### config.mk
export PLATFORM = sky130hd
export DESIGN_NAME = sertx_top
export DESIGN_NICKNAME = d
export VERILOG_FILES = /design/src/rtl/sertx_pkg.sv /design/src/rtl/sertx_fifo.sv /design/src/rtl/sertx_framer.sv /design/src/rtl/sertx_top.sv
export SDC_FILE = /design/constraint.sdc
export NUM_CORES = 1
export LEC_CHECK = 0
export ABC_CLOCK_PERIOD_IN_PS = 3200
export BUFFER_PORTS_ARGS = -buffer_cell sky130_fd_sc_hd__buf_2
export CAP_MARGIN = 10
export CELL_PAD_IN_SITES_DETAIL_PLACEMENT = 2
export CELL_PAD_IN_SITES_GLOBAL_PLACEMENT = 2
export CORE_ASPECT_RATIO = 1.4
export CORE_MARGIN = 1
export CORE_UTILIZATION = 41
export DETAILED_ROUTE_END_ITERATION = 10
export GPL_ROUTABILITY_DRIVEN = 0
export PLACE_DENSITY_LB_ADDON = 0.1
export SLEW_MARGIN = 25
export SYNTH_ARGS = -nofsm -noshare
export SYNTH_HDL_FRONTEND = slang
export SYNTH_SLANG_ARGS = --single-unit
export TNS_END_PERCENT = 50
### constraint.sdc
create_clock -name clk -period 3.2 [get_ports clk]
set_input_delay 0.8 -clock clk [delete_from_list [all_inputs] [get_ports clk]]
set_output_delay 0.8 -clock clk [all_outputs]
set_load 0.005 [all_outputs]
### src/rtl/sertx_pkg.sv
package sertx_pkg;

   typedef enum logic [2:0] {
      ST_IDLE  = 3'd0,
      ST_START = 3'd1,
      ST_DATA  = 3'd2,
      ST_PAR   = 3'd3,
      ST_STOP1 = 3'd4,
      ST_STOP2 = 3'd5
   } tx_st_e;

   typedef struct packed {
      logic [1:0] wlen;
      logic       par_en;
      logic       par_even;
      logic       par_stick;
      logic       two_stop;
   } line_cfg_t;

   // Parity value for the bits actually sent under cfg.
   function automatic logic par_bit(input logic [7:0] d, input line_cfg_t c);
      logic [7:0] m;
      m = 8'hFF >> (2'd3 - c.wlen);
      if (c.par_stick) return ~c.par_even;
      return c.par_even ? ^(d & m) : ~^(d & m);
   endfunction

endpackage

### src/rtl/sertx_fifo.sv
module sertx_fifo #(
   parameter int DEPTH = 4,
   parameter int W     = 8
) (
   input  logic         clk,
   input  logic         rst_n,
   input  logic         wr_en,
   input  logic [W-1:0] wr_data,
   input  logic         rd_en,
   output logic [W-1:0] rd_data,
   output logic         full,
   output logic         empty
);
   localparam int AW = (DEPTH > 1) ? $clog2(DEPTH) : 1;
   localparam int CW = $clog2(DEPTH + 1);

   initial begin
      if (DEPTH < 2) $fatal(1, "sertx_fifo: DEPTH must be at least 2");
      if (W < 1)     $fatal(1, "sertx_fifo: W must be positive");
   end

   logic [W-1:0]  mem [DEPTH];
   logic [AW-1:0] wp, rp, wp_nx, rp_nx;
   logic [CW-1:0] cnt;
   logic          push, pop;

   assign push = wr_en && !full;
   assign pop  = rd_en && !empty;

   generate
      if ((DEPTH & (DEPTH - 1)) == 0) begin : g_pow2
         assign wp_nx = wp + 1'b1;
         assign rp_nx = rp + 1'b1;
      end else begin : g_cmp
         assign wp_nx = (wp == AW'(DEPTH - 1)) ? '0 : wp + 1'b1;
         assign rp_nx = (rp == AW'(DEPTH - 1)) ? '0 : rp + 1'b1;
      end
   endgenerate

   always_ff @(posedge clk) begin
      if (push) mem[wp] <= wr_data;
   end

   always_ff @(posedge clk or negedge rst_n) begin
      if (!rst_n) begin
         wp  <= '0;
         rp  <= '0;
         cnt <= '0;
      end else begin
         if (push) wp <= wp_nx;
         if (pop)  rp <= rp_nx;
         case ({push, pop})
            2'b10:   cnt <= cnt + 1'b1;
            2'b01:   cnt <= cnt - 1'b1;
            default: cnt <= cnt;
         endcase
      end
   end

   assign rd_data = mem[rp];
   assign full    = (cnt == CW'(DEPTH));
   assign empty   = (cnt == '0);

endmodule

### src/rtl/sertx_framer.sv
module sertx_framer
   import sertx_pkg::*;
(
   input  logic      clk,
   input  logic      rst_n,
   input  logic      tick,
   input  line_cfg_t cfg,
   input  logic      brk,
   input  logic      tx_en,
   input  logic      cts,
   input  logic      cts_flow_en,
   input  logic      fifo_empty,
   input  logic [7:0] fifo_data,
   output logic      pop,
   output logic      txd,
   output logic      in_frame
);
   tx_st_e    st, st_nx;
   logic [7:0] sh;
   logic [2:0] bit_idx, last_idx;
   line_cfg_t  lcfg;
   logic       pbit, can_go, launch;

   assign can_go   = !fifo_empty && tx_en && !brk && (!cts_flow_en || cts);
   assign last_idx = 3'd4 + {1'b0, lcfg.wlen};

   always_comb begin
      st_nx  = st;
      launch = 1'b0;
      unique case (st)
         ST_IDLE:  if (tick && can_go) launch = 1'b1;
         ST_START: if (tick) st_nx = ST_DATA;
         ST_DATA:  if (tick && bit_idx == last_idx)
                      st_nx = lcfg.par_en ? ST_PAR : ST_STOP1;
         ST_PAR:   if (tick) st_nx = ST_STOP1;
         ST_STOP1: if (tick) begin
                      if (lcfg.two_stop) st_nx = ST_STOP2;
                      else if (can_go)   launch = 1'b1;
                      else               st_nx = ST_IDLE;
                   end
         ST_STOP2: if (tick) begin
                      if (can_go) launch = 1'b1;
                      else        st_nx = ST_IDLE;
                   end
         default:  st_nx = ST_IDLE;
      endcase
      if (launch) st_nx = ST_START;
   end

   always_ff @(posedge clk or negedge rst_n) begin
      if (!rst_n) begin
         st      <= ST_IDLE;
         sh      <= '0;
         bit_idx <= '0;
         lcfg    <= '0;
         pbit    <= 1'b0;
      end else begin
         st <= st_nx;
         if (launch) begin
            sh      <= fifo_data;
            lcfg    <= cfg;
            pbit    <= par_bit(fifo_data, cfg);
            bit_idx <= '0;
         end else if (st == ST_DATA && tick) begin
            sh      <= sh >> 1;
            bit_idx <= bit_idx + 1'b1;
         end
      end
   end

   always_comb begin
      unique case (st)
         ST_IDLE:  txd = !brk;
         ST_START: txd = 1'b0;
         ST_DATA:  txd = sh[0];
         ST_PAR:   txd = pbit;
         default:  txd = 1'b1;
      endcase
   end

   assign pop      = launch;
   assign in_frame = (st != ST_IDLE);

endmodule

### src/rtl/sertx_top.sv
module sertx_top
   import sertx_pkg::*;
#(
   parameter int FIFO_DEPTH = 4
) (
   input  logic       clk,
   input  logic       rst_n,
   input  logic       baud_tick,
   input  logic       wr_en,
   input  logic [7:0] wr_data,
   input  logic       tx_en,
   input  logic       brk,
   input  logic       par_en,
   input  logic       par_even,
   input  logic       par_stick,
   input  logic       two_stop,
   input  logic [1:0] wlen,
   input  logic       cts_flow_en,
   input  logic       cts,
   output logic       txd,
   output logic       fifo_full,
   output logic       fifo_empty,
   output logic       busy
);
   localparam int BYTE_W = 8;

   line_cfg_t        cfg;
   logic             pop, frame_on;
   logic [BYTE_W-1:0] head;

   assign cfg = '{wlen: wlen, par_en: par_en, par_even: par_even,
                  par_stick: par_stick, two_stop: two_stop};

   sertx_fifo #(.DEPTH(FIFO_DEPTH), .W(BYTE_W)) u_fifo (
      .clk     (clk),
      .rst_n   (rst_n),
      .wr_en   (wr_en),
      .wr_data (wr_data),
      .rd_en   (pop),
      .rd_data (head),
      .full    (fifo_full),
      .empty   (fifo_empty)
   );

   sertx_framer u_frm (
      .clk         (clk),
      .rst_n       (rst_n),
      .tick        (baud_tick),
      .cfg         (cfg),
      .brk         (brk),
      .tx_en       (tx_en),
      .cts         (cts),
      .cts_flow_en (cts_flow_en),
      .fifo_empty  (fifo_empty),
      .fifo_data   (head),
      .pop         (pop),
      .txd         (txd),
      .in_frame    (frame_on)
   );

   assign busy = frame_on || !fifo_empty;

endmodule

**Word-level counts from Yosys, hierarchy flattened**

Memory sizes are Yosys's and may differ from the RTL's.
Index checks and enable logic that the tools add are counted.

- Memories: 1
- Memory bits (writable): 32
- Input port bits: 22
- Logic and storage cells: 87
- Output and inout port bits: 4
- Flip-flop bits (word level): 26

- Mux-type cells: 29
- Equality and inequality tests: 15
- Add/sub/neg operators: 7
- Bitwise logic cells: 2
- Reductions and logical operators: 22
- Shifts and indexed selects: 1

Memory list:

| memory | words | width | rd ports | clocked after memory_dff | write ports | RTL line | text |
|---|---|---|---|---|---|---|---|
| u_fifo.mem | 4 | 8 | 1 | 0 | 1 | sertx_fifo.sv:22 | `logic [W-1:0] mem [DEPTH];` |

Operator list:

| operator | number |
|---|---|
| 3-bit two-way mux | 11 |
| 3-bit one-hot mux with 6 select lines | 1 |
| 8-bit two-way mux | 2 |
| 1-bit two-way mux | 12 |
| 3-bit inequality test, second input constant | 4 |
| 3-bit equality test, second input constant | 3 |
| 8-bit bitwise AND | 1 |
| 1-bit logical AND | 8 |
| 8-bit XNOR reduction | 1 |
| 8-bit parity | 1 |
| 8-bit by 2-bit >> shifter with 8-bit output, first input constant | 1 |
| 3-bit by 1-bit adder with 3-bit output, second input constant | 2 |
| 3-bit by 2-bit equality test with 1-bit output, second input constant | 2 |
| 3-bit zero test | 2 |
| 3-bit one-hot mux with 2 select lines | 1 |
| 6-bit AND reduction | 1 |
| 2-bit by 1-bit adder with 2-bit output, second input constant | 2 |
| 1-bit zero test | 4 |
| 1-bit one-hot mux with 4 select lines | 1 |
| 2-bit nonzero test | 2 |
| 3-bit by 2-bit adder with 3-bit output, first input constant | 1 |
| 3-bit by 1-bit equality test with 1-bit output, second input constant | 1 |
| 3-bit equality test | 1 |
| 3-bit by 2-bit inequality test with 1-bit output, second input constant | 1 |
| 9 further kinds | 10 |

**Depth between registers and ports, before layout**

- Depth in word-level cells: 12
- Mapped depth: 14
- Mapped depth without buffers: 12

**Hierarchy**

Synthesis repeated with hierarchy kept, for this count alone.

- Cell total of the unflattened synthesis: 207
- Area total of the unflattened synthesis: 2732.6 sq um

Modules (own cells, without submodules):

| module | sequential area each (sq um) | instances | area each (sq um) | cells each |
|---|---|---|---|---|
| sertx_fifo | 1136.1 | 1 | 1592.8 | 79 |
| sertx_framer | 475.5 | 1 | 1133.6 | 127 |
| sertx_top | 0.0 | 1 | 6.3 | 1 |

**Worst setup path before layout**

OpenSTA, ideal clock, no wires.

- Path type: input to register
- From: input cts_flow_en
- To: register u_fifo.cnt[2]
- Setup time: 79 ps
- Data required time: 3121 ps
- Path slack: 91 ps
- Data arrival time: 3030 ps
- Stages on the path: 11
- Buffers on the path: 1
- Cell sequence: nor2b_1 nor4b_1 o211ai_1 clkinv_1 clkbuf_1 ha_1 inv_1 fa_1 xor2_1 nor2_1 xor2_1

- Cells in the longest elaborated chain, start to end: 10
- Elaborated cells between the ends (all ways): 15
- Classes of those cells: eq/ne: 2; mux: 7; reduce/logical: 6

RTL lines:

| what | RTL line | text |
|---|---|---|
| start, declared | sertx_top.sv:18 | `input logic cts_flow_en,` |
| 1-bit zero test * | sertx_framer.sv:24 | `assign can_go = !fifo_empty && tx_en && !brk && (!cts_flow_en \|\| cts);` |
| 1-bit logical OR * | sertx_framer.sv:24 |  |
| 1-bit logical AND * | sertx_framer.sv:24 |  |
| 1-bit two-way mux | sertx_framer.sv:38, sertx_framer.sv:42 |  |
| 1-bit two-way mux | sertx_framer.sv:37 | `if (lcfg.two_stop) st_nx = ST_STOP2;` |
| 1-bit two-way mux | sertx_framer.sv:36 | `ST_STOP1: if (tick) begin` |
| 1-bit one-hot mux with 3 select lines * | sertx_framer.sv:30 | `unique case (st)` |
| 1-bit logical AND * | sertx_fifo.sv:28 | `assign pop = rd_en && !empty;` |
| via u_fifo.pop | sertx_fifo.sv:25 | `logic push, pop;` |
| 2-bit by 1-bit equality test with 1-bit output / 2-bit equality test (equally long branches) | sertx_fifo.sv:52 | `case ({push, pop})` |
| 3-bit one-hot mux with 2 select lines / 2-bit nonzero test (equally long branches) | -- |  |
| end signal, assigned | sertx_fifo.sv:53 | `2'b10: cnt <= cnt + 1'b1;` |
| end signal, assigned | sertx_fifo.sv:54 | `2'b01: cnt <= cnt - 1'b1;` |
| end signal, assigned | sertx_fifo.sv:55 | `default: cnt <= cnt;` |
| end, declared | sertx_fifo.sv:24 | `logic [CW-1:0] cnt;` |

Mark *: on every way through the listed nets, which the timed path passes. The rest lies on a longest branch.
A chain may end at the register's enable or synchronous reset.

**Worst setup path in the final report**

- From: register u_frm.st[1]
- To: register u_fifo.cnt[2]

- Cells in the longest elaborated chain, start to end: 5
- Elaborated cells between the ends (all ways): 9
- Classes of those cells: eq/ne: 4; mux: 2; reduce/logical: 3

RTL lines:

| what | RTL line | text |
|---|---|---|
| start, declared | sertx_framer.sv:18 | `tx_st_e st, st_nx;` |
| start signal, assigned | sertx_framer.sv:58 | `st <= st_nx;` |
| 3-bit equality test / 3-bit zero test (equally long branches) | sertx_framer.sv:30 |  |
| 1-bit one-hot mux with 3 select lines * | sertx_framer.sv:30 |  |
| 1-bit logical AND * | sertx_fifo.sv:28 |  |
| 2-bit by 1-bit equality test with 1-bit output / 2-bit equality test (equally long branches) | sertx_fifo.sv:52 |  |
| 3-bit one-hot mux with 2 select lines / 2-bit nonzero test (equally long branches) | -- |  |

Mark *: on every way between the ends. The rest lies on a longest branch, timed or not.

==> reports/qor.csv <==
metric,value,unit
Critical Path Source,u_frm.st[1]$_DFFE_PN0P_,
Mapped Nets,238,
area of the multi-input gates,1070,µm²
post-layout net count,268,
total number of yosys warnings,0,
hold_buf cts,0,
distinct cell type count after synthesis,44,
core area,6530,µm²
Net Sw Frac,33.7,%
final period utilization,83.3,%
"FF+latch count, synth",58,
CTS Buffer Depth,2,
Post-CTS Setup Bufs,0,
max_slew headroom,58.6,%
total clock sinks,58,
Reg area,1610,µm²
vias in the first global route,2055,
Final Setup Violations,0,
r2r setup slk,540,ps
number of placed I/O pins,26,
Hold Crit Class,in -> async,
Final Instance Count excl. Fillers,315,
fmax,375,MHz
LEAKAGE,1.28,nW
CP endpoint,u_fifo.cnt[2]$_DFFE_PN0P_,
Peak VDD IR,0.456,mV
RSZ-0062 raised after global routing,false,
reg2reg path depth,12,
CP max FO,9,
Synth Instances,206,
"top cells by count, synth","32 x edfxtp_1, 26 x dfrtp_1, 16 x nand2_1, 12 x nor2_1, 11 x o21ai_0",
"Clk Latency, worst-skew pair",330,ps
Die Wd,71.4,µm
Initial Util,42.3,%
most common cell in the synthesized netlist,edfxtp_1,
Die H,99.1,µm
share of cells above drive strength 1,22.8,%
fin. max-slew vios,0,
Layout area overhead,16.1,%
FILL cells,652,
Critical Path RT,3450,ps
Syn Std Cell Area,2760,µm²
power share of the combinational group,35.2,%
H-tree Lvls,3,
Routed WL,5920,µm
CTS buffer count,9,
Post-Place Cells,299,
Post-CTS Resized,0,
worst r2r src,u_frm.st[1]$_DFFE_PN0P_,
Routed Antenna Nets,0,
Clock power frac,26.3,%
register area share after synthesis,58.3,%
synth top area cells,"edfxtp_1 35%, dfrtp_1 24%, mux4_1 4.8%",
Seq pwr share,38.5,%
Port Buf Inserts,25,
number of synthesized flops with an enable pin,32,
predominant post-synthesis flop cell,edfxtp_1,
Yosys top cell by area,edfxtp_1,
status,"finished, violations left",
critical path class,reg -> reg,
via count,1734,
clk slew on worst S/H paths,70,ps
CP Data Arrival Time,2920,ps
first-pass GRT wire length,10100,µm
Tmin final,2660,ps
first drt pass iteration count,7,
DRC,2,
Iteration-0 DRC Markers,59,
n_diodes,0,
Slew @ Worst Pin,621,ps
vias per cell,5.50,
share of the synthesized area in the top cell type,34.8,%
Pwr Density,987,nW/µm²
syn_area_per_cell,13.4,µm²
failing checks,design-rule violations,
setup TNS,0,ps
FF-to-FF End,u_fifo.cnt[2]$_DFFE_PN0P_,
GRT overflow,0,
switching pwr,0.00107,W
nature of the critical path startpoint,flop,
CP endpoint kind,flop,
largest net degree at the start of global routing,27,
row cnt,35,
DP Wirelength,4320,µm
final count of hold timing violations,0,
Max Cap Viol,0,
initial antenna violation count,0,
Total GRT Usage,19.2,%
Post-synth ARST share,44.8,%
Power Internal,0.00210,W
die area,7080,µm²
Clock Skews,8.97,ps
CTS tree,yes,
final core occ,49.1,%
CTS root buf,clkbuf_8,
drt wl/cell,18.8,µm
[how the worst min path moves through the flow]
stage / end / slack, ps / startpoint / cells past startpoint
after global routing: u_frm.st[1]$_DFFE_PN0P_ / 510 / rst_n / 1
after detailed placement: u_frm.pbit$_DFFE_PN0P_ / 480 / u_frm.pbit$_DFFE_PN0P_ / 2
after CTS: u_frm.st[1]$_DFFE_PN0P_ / 490 / rst_n / 1
after floorplan: u_frm.pbit$_DFFE_PN0P_ / 440 / u_frm.pbit$_DFFE_PN0P_ / 2
after global placement: u_frm.pbit$_DFFE_PN0P_ / 470 / u_frm.pbit$_DFFE_PN0P_ / 2
final: u_frm.st[1]$_DFFE_PN0P_ / 480 / rst_n / 1
[layout make-up]
class,instances,share of cell area [%]
Clock buffer,9,3.86
Clock inverter,7,3.86
Inverter,10,1.17
Multi-Input combinational cell,129,33.4
Sequential cell,58,50.3
Tap cell,74,2.89
Timing Repair Buffer,28,4.60
[registers in the layout (all words and copies together), names as in the netlist]
register and cells:
u_frm.sh 8, u_fifo.wp 2, u_frm.pbit 1, u_frm.bit_idx 3
u_fifo.mem 32, u_fifo.cnt 3, u_frm.st 3, u_fifo.rp 2
u_frm.lcfg 4
[worst max-delay path: stages, from the launching register on]
cell and delay, ps:
dfrtp_1 490, inv_1 220, ha_1 220, nand3_1 100, a21oi_1 170, o211ai_1 140
clkinv_1 120, ha_1 220, inv_1 70, fa_1 370, xor2_1 150, nor2_1 120
xor2_1 170
[metrics by stage]
step                      power (W)  setup WS, ps  hold slack (ps)  cell area (µm²)
after floorplan             0.00204          90.9              443             2760
after global placement      0.00226           400              470             2960
after detailed placement    0.00237           268              483             2960
after CTS                   0.00322           476              495             3210
after global routing        0.00338           337              506             3210
final                       0.00316           536              478             3210
[routing by layer]
layer	track usage [%]	vias up	part of all wire [%]
li1	-	811	-
met1	20.1	884	38
met2	36.3	31	57
met3	4.05	8	2.9
met4	8.15	0	1.6
met5	0	-	0
[placed cells by master, fill, tap and decap left out, drive strengths merged, types with 2 or more instances in the layout]
cell type	netlist	layout
nor3	3	3
dfrtp	26	26
and3	2	2
nand3	3	3
nor2b	3	3
a21oi	7	7
o21ai	11	11
mux2	5	5
mux2i	10	10
ha	9	9
inv	9	11
nor4b	2	2
clkbuf	7	9
o211ai	2	2
mux4	8	8
nor2	12	12
and2	5	5
edfxtp	32	32
clkinv	1	2
buf	2	28
xnor2	8	8
nand2	16	16
bufinv	0	3
xor2	5	5
[kinds of logic after synthesis]
family	after synthesis	synth area share, %
muxes	23	12.9
buffers and inverters	19	2.94
xor gates and xnor gates	14	4.98
and+or+nand+nor	53	9.74
DFF	58	58.3
adders and majority gates	10	4.80
AOI/OAI and AO/OA	29	6.34
[power groups by stage]
stage / Sequential (W) / Combinational [W] / Clock [W]
floorplan: 0.00112 / 0.000922 / 0
global placement: 0.00121 / 0.00105 / 0
detailed placement: 0.00124 / 0.00113 / 0
CTS: 0.00122 / 0.00114 / 0.000853
global route: 0.00125 / 0.00125 / 0.000886
finish: 0.00122 / 0.00111 / 0.000831
Note: power is estimated with default switching activity, not from simulation.
